--- src/rtl/iwin_pkg.sv ---
package iwin_pkg;
    // Address and register field geometry
    localparam int ADDR_W   = 32;
    localparam int BASE_LSB = 20;   // smallest window is 2**BASE_LSB bytes
    localparam int CODE_W   = 4;
    localparam int MAX_CODE = 11;   // largest valid size code
    localparam int BASE_W   = ADDR_W - BASE_LSB;

    typedef struct packed {
        logic [BASE_W-1:0] base;
        logic [CODE_W-1:0] code;
    } win_cfg_t;
endpackage

--- src/rtl/iwin_size_dec.sv ---
// Turns a logarithmic size code into an offset mask and an enable.
module iwin_size_dec #(
    parameter int ADDR_W   = iwin_pkg::ADDR_W,
    parameter int BASE_LSB = iwin_pkg::BASE_LSB,
    parameter int CODE_W   = iwin_pkg::CODE_W,
    parameter int MAX_CODE = iwin_pkg::MAX_CODE
) (
    input  logic [CODE_W-1:0] code,
    output logic [ADDR_W-1:0] off_mask,
    output logic              en
);
    always_comb begin
        en = (int'(code) <= MAX_CODE);
        // thermometer: bit i is offset when i < BASE_LSB + code
        for (int i = 0; i < ADDR_W; i++) begin
            off_mask[i] = (i < (BASE_LSB + int'(code)));
        end
    end
endmodule

--- src/rtl/iwin_match.sv ---
// Compares one address against one window and extracts the offset.
module iwin_match #(
    parameter int ADDR_W   = iwin_pkg::ADDR_W,
    parameter int BASE_LSB = iwin_pkg::BASE_LSB,
    localparam int BASE_W  = ADDR_W - BASE_LSB
) (
    input  logic [ADDR_W-1:0] addr,
    input  logic [BASE_W-1:0] base,
    input  logic [ADDR_W-1:0] off_mask,
    input  logic              en,
    output logic              hit,
    output logic [ADDR_W-1:0] offset
);
    logic [ADDR_W-1:0] base_full;

    always_comb begin
        base_full = {base, {BASE_LSB{1'b0}}};
        hit       = en && ((addr & ~off_mask) == (base_full & ~off_mask));
        offset    = addr & off_mask;
    end
endmodule

--- src/rtl/iwin_prio.sv ---
// Fixed priority select: lowest-numbered hitting window wins.
module iwin_prio #(
    parameter int NUM_WIN = 3,
    parameter int ADDR_W  = iwin_pkg::ADDR_W,
    parameter int IDX_W   = (NUM_WIN > 1) ? $clog2(NUM_WIN) : 1
) (
    input  logic [NUM_WIN-1:0]             hits,
    input  logic [NUM_WIN-1:0][ADDR_W-1:0] offs,
    output logic                           any,
    output logic [IDX_W-1:0]               idx,
    output logic [ADDR_W-1:0]              off
);
    always_comb begin
        any = 1'b0;
        idx = '0;
        off = '0;
        // scan downward so the lowest index is applied last
        for (int i = NUM_WIN - 1; i >= 0; i--) begin
            if (hits[i]) begin
                any = 1'b1;
                idx = IDX_W'(i);
                off = offs[i];
            end
        end
    end
endmodule

--- src/rtl/inbound_win_dec.sv ---
module inbound_win_dec #(
    parameter int NUM_WIN  = 3,
    parameter int RST_CODE = 15,
    parameter int IDX_W    = (NUM_WIN > 1) ? $clog2(NUM_WIN) : 1
) (
    input  logic                        clk,
    input  logic                        rst_n,
    input  logic                        cfg_we,
    input  logic [IDX_W-1:0]            cfg_idx,
    input  logic [iwin_pkg::ADDR_W-1:0] cfg_wdata,
    input  logic                        lk_valid,
    input  logic [iwin_pkg::ADDR_W-1:0] lk_addr,
    output logic                        rsp_valid,
    output logic                        rsp_hit,
    output logic                        rsp_miss,
    output logic [IDX_W-1:0]            rsp_win,
    output logic [iwin_pkg::ADDR_W-1:0] rsp_host_addr
);
    import iwin_pkg::*;

    localparam int CODE_LSB = BASE_LSB - CODE_W;

    typedef struct packed {
        win_cfg_t [NUM_WIN-1:0] cfg;
        logic                   rsp_valid;
        logic                   rsp_hit;
        logic                   rsp_miss;
        logic [IDX_W-1:0]       rsp_win;
        logic [ADDR_W-1:0]      rsp_addr;
    } state_t;

    function automatic state_t rst_state();
        state_t s;
        s = '0;
        for (int i = 0; i < NUM_WIN; i++) begin
            s.cfg[i].code = CODE_W'(RST_CODE);
        end
        return s;
    endfunction

    state_t st_d, st_q;

    logic [NUM_WIN-1:0]             win_hit;
    logic [NUM_WIN-1:0][ADDR_W-1:0] win_off;
    logic                           any_hit;
    logic [IDX_W-1:0]               sel_idx;
    logic [ADDR_W-1:0]              sel_off;

    // register bits below the size code carry nothing
    logic unused_wdata_low;
    assign unused_wdata_low = ^cfg_wdata[CODE_LSB-1:0];

    for (genvar g = 0; g < NUM_WIN; g++) begin : g_win
        logic [ADDR_W-1:0] mask;
        logic              en;

        iwin_size_dec #(
            .ADDR_W  (ADDR_W),
            .BASE_LSB(BASE_LSB),
            .CODE_W  (CODE_W),
            .MAX_CODE(MAX_CODE)
        ) u_size (
            .code    (st_q.cfg[g].code),
            .off_mask(mask),
            .en      (en)
        );

        iwin_match #(
            .ADDR_W  (ADDR_W),
            .BASE_LSB(BASE_LSB)
        ) u_match (
            .addr    (lk_addr),
            .base    (st_q.cfg[g].base),
            .off_mask(mask),
            .en      (en),
            .hit     (win_hit[g]),
            .offset  (win_off[g])
        );
    end

    iwin_prio #(
        .NUM_WIN(NUM_WIN),
        .ADDR_W (ADDR_W),
        .IDX_W  (IDX_W)
    ) u_prio (
        .hits(win_hit),
        .offs(win_off),
        .any (any_hit),
        .idx (sel_idx),
        .off (sel_off)
    );

    always_comb begin
        st_d = st_q;
        if (cfg_we && (int'(cfg_idx) < NUM_WIN)) begin
            st_d.cfg[cfg_idx].base = cfg_wdata[ADDR_W-1:BASE_LSB];
            st_d.cfg[cfg_idx].code = cfg_wdata[BASE_LSB-1:CODE_LSB];
        end
        st_d.rsp_valid = lk_valid;
        st_d.rsp_hit   = lk_valid && any_hit;
        st_d.rsp_miss  = lk_valid && !any_hit;
        st_d.rsp_win   = (lk_valid && any_hit) ? sel_idx : '0;
        st_d.rsp_addr  = (lk_valid && any_hit) ? sel_off : '0;
    end

    always_ff @(posedge clk or negedge rst_n) begin
        if (!rst_n) begin
            st_q <= rst_state();
        end else begin
            st_q <= st_d;
        end
    end

    assign rsp_valid     = st_q.rsp_valid;
    assign rsp_hit       = st_q.rsp_hit;
    assign rsp_miss      = st_q.rsp_miss;
    assign rsp_win       = st_q.rsp_win;
    assign rsp_host_addr = st_q.rsp_addr;
endmodule

--- config.mk ---
export PLATFORM = sky130hd
export DESIGN_NAME = inbound_win_dec
export DESIGN_NICKNAME = d
export VERILOG_FILES = /design/src/rtl/iwin_pkg.sv /design/src/rtl/iwin_size_dec.sv /design/src/rtl/iwin_match.sv /design/src/rtl/iwin_prio.sv /design/src/rtl/inbound_win_dec.sv
export SDC_FILE = /design/constraint.sdc
export NUM_CORES = 1
export LEC_CHECK = 0
export BUFFER_PORTS_ARGS = -buffer_cell sky130_fd_sc_hd__buf_4
export CORE_MARGIN = 2
export CORE_UTILIZATION = 55
export DETAILED_ROUTE_END_ITERATION = 10
export PLACE_DENSITY = 0.8
export SYNTH_ARGS = -nofsm -noshare
export SYNTH_HDL_FRONTEND = slang
export SYNTH_HIERARCHICAL = 1
export SYNTH_SLANG_ARGS = --single-unit
export TNS_END_PERCENT = 5
--- constraint.sdc ---
create_clock -name clk -period 3.1 [get_ports clk]
set_input_delay 0.465 -clock clk [delete_from_list [all_inputs] [get_ports clk]]
set_output_delay 0.465 -clock clk [all_outputs]
set_load 0.01 [all_outputs]
Word level (Yosys, flattened, before mapping)
Index checks and enable logic that the tools add are counted.

cells by class
  reduce and logical (&&, ||, !) cells = 8
  order comparisons = 102
  bitwise gates (word level) = 12
  multiplexer cells = 17
  equality and inequality tests = 3
  add/sub/neg operators = 3

operators with widths
  operator             count
  $lt 6x32->1 const A  48
  $lt 5x32->1 const A  24
  $lt 4x32->1 const A  12
  $and 32x32->32       9
  $lt 3x32->1 const A  6
  $mux 32              4
  $bwmux 48            2
  $eq 32x32->1         3
  $lt 1x32->1 const A  3
  $lt 2x32->1 const A  3
  $not 32->32          3
  $demux 16 s2         2
  $add 5x4->6 const A  3
  $mux 16              1
  $le 4x4->1 const B   3
  $mux 2               4
  $logic_and 1x1->1    7
  $mux 4               1
  $lt 2x3->1 const B   1
  $mux 1               3
  $ge 2x1->1 const B   1
  $lt 2x2->1 const B   1
  $logic_not 1->1      1

word-level totals
  bits in registers = 85
  output and inout bits = 37
  logic and storage cells = 156
  input bits = 70

Longest topological paths before layout
  depth after elaboration = 11
  mapped depth = 12
  mapped depth without buffers = 10

By module
Netlist, hierarchy kept.

by module, submodules not included
  module           cells an instance  area each (µm²)  sequential area each (µm²)  instances
  inbound_win_dec  215                3,259.4          2,142.1                     1
  iwin_match       81                 561.8            0.0                         3
  iwin_prio        149                1,221.2          0.0                         1
  iwin_size_dec    49                 330.3            0.0                         3

Least setup slack after synthesis
OpenSTA, ideal clock, no wires.

  kind = register to register
  start = register st_q[39] (netlist bit)
  end = register st_q (netlist bit rsp_host_addr[0])
  data required time = 3.033 ns
  cell stages (with the launch flop) = 12
  slack = 0.305 ns
  arrival = 2.729 ns
  period minus slack after synthesis = 2.795 ns
  setup time = 0.067 ns
  path buffers = 2
  cell sequence = dfstp_2 inv_1 ha_1 nor2b_1 a21oi_1 o22ai_1 or4_1 nor4_2 buf_6 or3_1 clkbuf_1 and3_1

RTL lines
  element                 RTL line                text
  start, declared         inbound_win_dec.sv:41   state_t st_d, st_q;
  start signal, assigned  inbound_win_dec.sv:108  st_q <= rst_state();
  start signal, assigned  inbound_win_dec.sv:110  st_q <= st_d;

==> flow_summary.toml <==
[status]
outcome = "finished clean"

[route]
drc = 0
vias_per_cell = 5.09
vias = 5041
top_layer_used = "met4"
wl_per_cell_um = 15.8
route.met3.wl_um = 652
routed_wl_um = 15600
firstDrtPassIters = 5
ant_nets = 0
drt-met1-wl_um = 6970
drt-initial-drc-count = 345
dr_wl_met2_um = 7670

[synth]
syn_area_per_cell_um2 = 9.49
yosys.area.top_type = "dfrtp_1"
synth_area_leaders = "dfrtp_1 (26%), buf_4 (10%), and2_1 (8.2%)"
synthArstFlopShare = 1.00
postSynthCellCount = 754
ys_ff_latch = 85
synth_cell_types = 44
yosysSeqAreaShare = 0.299
netlist_area_um2 = 7160
synth_top_area_frac = 0.255
ys_warn_count = 6
synth-edff-count = 0
synthFlopType = "dfrtp_1"

[floorplanning]
start_util = 0.565
die_h_um = 118
row_count = 41
fp.dieW_um = 118
ioPinCount = 107
core_um2 = 12700
die_area_um2 = 13900

[layout]
area_growth_pct = 10.7
final_layout_size_suffix_gt1_frac = 0.340
diodes = 0
nets = 898

[setup_path]
cp-end-kind = "register"
critPathLaunchType = "register"
setup.worst_path.start = "st_q[40]"
rr_endpoint = "rsp_host_addr[17]"
crit_family = "simple AND/OR/NAND/NOR gates"
cpPeakStageDelay_ns = 0.58
critical_path_class = "reg -> reg"
path_max_fanout = 20
cp.required_ns = 3.33
cp_cell_sequence = "inv_1 > ha_1 > nor2b_1 > a21oi_2 > o22ai_1 > or4_4 > nor4_4 > buf_4 > buf_12 > and2b_1 > a21oi_2 > and3_1"
cp_slowest_cell = "or4_4"
r2r_slack_ns = 0.1
cpMostUsedCell = "a21oi_2"
critPathBufInv = 3
r2r_cells = 12
timing.rr.start = "st_q[40]"
arrival_ns = 3.24

[clock_tree]
htreeDepth = 3
clock_latency_ns = 0.36
cts_sinks = 85
cts-root-buf = "clkbuf_16"
cts_made_buffers = 9
cts_tree = "yes"
cts_max_path_buffers = 2
hold_buffers = 0
clk_pin_slew_ns = 0.06

[grt]
grt_overflow = 0
grt_max_degree = 86
antenna_found_initial = 0
grt_pass1_wl_um = 25600
grt_use_total = 0.234
grt_pass1_vias = 5104

[placement]
post-place-ws_ns = -0.0384
port_buffers = 90
place_congestion = 0.955
dp_hpwl_um = 12000

[sta]
setup_viol = 0
fin_ws_ns = 0.0952
fmax_ghz = 0.333
hold_ws_ns = 0.302
slew_headroom = 0.285
hold_viol_final = 0
worst_pin_slew_ns = 1.07
finClkSkew_ns = 0.00988
min_period_over_period = 0.969
slew_violations = 0
period_needed_ns = 3.00
rsz0062_at_grt = "true"

[run]
max-cap-violations = 0

[power_and_ir_drop]
ir_drop_mv = 0.281
p_total_w = 0.00340
p_leak_nw = 3.84
powerDensity_nw_per_um2 = 429

[min_path]
hp-class = "in -> async"
==> what timing repair did <==
item / in CTS / in global routing
buffers inserted: 1 / 1
pin swaps: 1 / 5
resized for setup: 8 / 22
endpoints found under the setup margin: 14 / 36
==> layer usage <==
metal,vias up,GRT usage
met5,-,0
met4,0,0.0971
met3,20,0.0325
met2,112,0.384
met1,2422,0.310
li1,2487,-
==> power by group <==
group          switching [W]  internal, W  leakage [nW]
sequential          0.000105      0.00125          1.06
combinational       0.000535     0.000497          2.65
clock               0.000464     0.000543         0.132
==> worst max path at each step <==
stage                        end  slack (ns)  depth (start not counted)
2_1_floorplan   rsp_host_addr[0]        0.30                         11
3_3_place_gp   rsp_host_addr[31]       -0.02                         10
3_5_place_dp   rsp_host_addr[31]       -0.04                         11
4_1_cts        rsp_host_addr[17]        0.01                         11
5_1_grt        rsp_host_addr[17]       -0.06                         12
6_report       rsp_host_addr[17]         0.1                         12
==> through the flow <==
step / TNS [ns] / instance area, µm² / cells / utilization
6_report: 0 / 7920 / 990 / 0.625
5_1_grt: -0.418 / 7920 / 990 / 0.625
4_1_cts: 0 / 7830 / 989 / 0.618
3_5_place_dp: -0.104 / 7520 / 972 / 0.593
3_3_place_gp: -0.0242 / 7520 / 972 / 0.593
2_1_floorplan: 0 / 7370 / 811 / -
==> cell type report <==
cell class / instances / area, µm²
inverters: 48 / 180
well taps: 172 / 215
multi-input cells: 557 / 4180
fillers: 1052 / 4750
clock inverters: 7 / 47.5
flip-flops and latches: 85 / 2140
repair buffers: 112 / 931
clock buffers: 9 / 225
==> synth_stat cells (all sizes together) (4+ instances only) <==
cell type  count
and2          97
a21oi         76
mux2          48
nor2b         44
and2b         26
nand3b        34
and3          34
buf          108
nor2           9
a21o           6
o22ai         18
dfstp         12
a2111oi        9
dfrtp         73
inv           48
clkbuf        11
ha            15
xnor2         36
or3            4
nand2b         9
nand2          9
==> placed cells by master, fill, tap and decap left out, types with 8 or more instances in the layout <==
cell type	netlist	routed
nand2_1	9	9
dfstp_2	12	12
and2b_1	26	26
and2_1	94	94
a21oi_2	58	68
nand2b_1	9	9
o22ai_1	18	17
inv_1	48	48
nor2b_1	44	44
conb_1	3	60
and3_1	34	34
nand3b_1	32	32
a21oi_1	18	8
nor2_1	9	9
dfrtp_1	73	73
clkbuf_16	0	9
mux2_2	48	48
xnor2_1	36	36
buf_4	97	103
ha_1	15	12
==> flip-flops by register name (all words and copies together), names as in the netlist <==
signal and flops:
rsp_valid 1, rsp_hit 1, rsp_miss 1, rsp_win 2, st_q 48, rsp_host_addr 32
==> kinds of logic (layout without fill, tap and decap cells) <==
group,after synthesis,in the layout,synth area share
buf+inv,169,176,0.159
other cells,3,60,0.00157
compound gates,121,121,0.141
xor+xnor,36,36,0.0441
flops,85,85,0.299
mux,48,48,0.0755
fa+ha+maj,15,15,0.0262
simple gates,277,277,0.253
(Power assumes the default switching activity.)
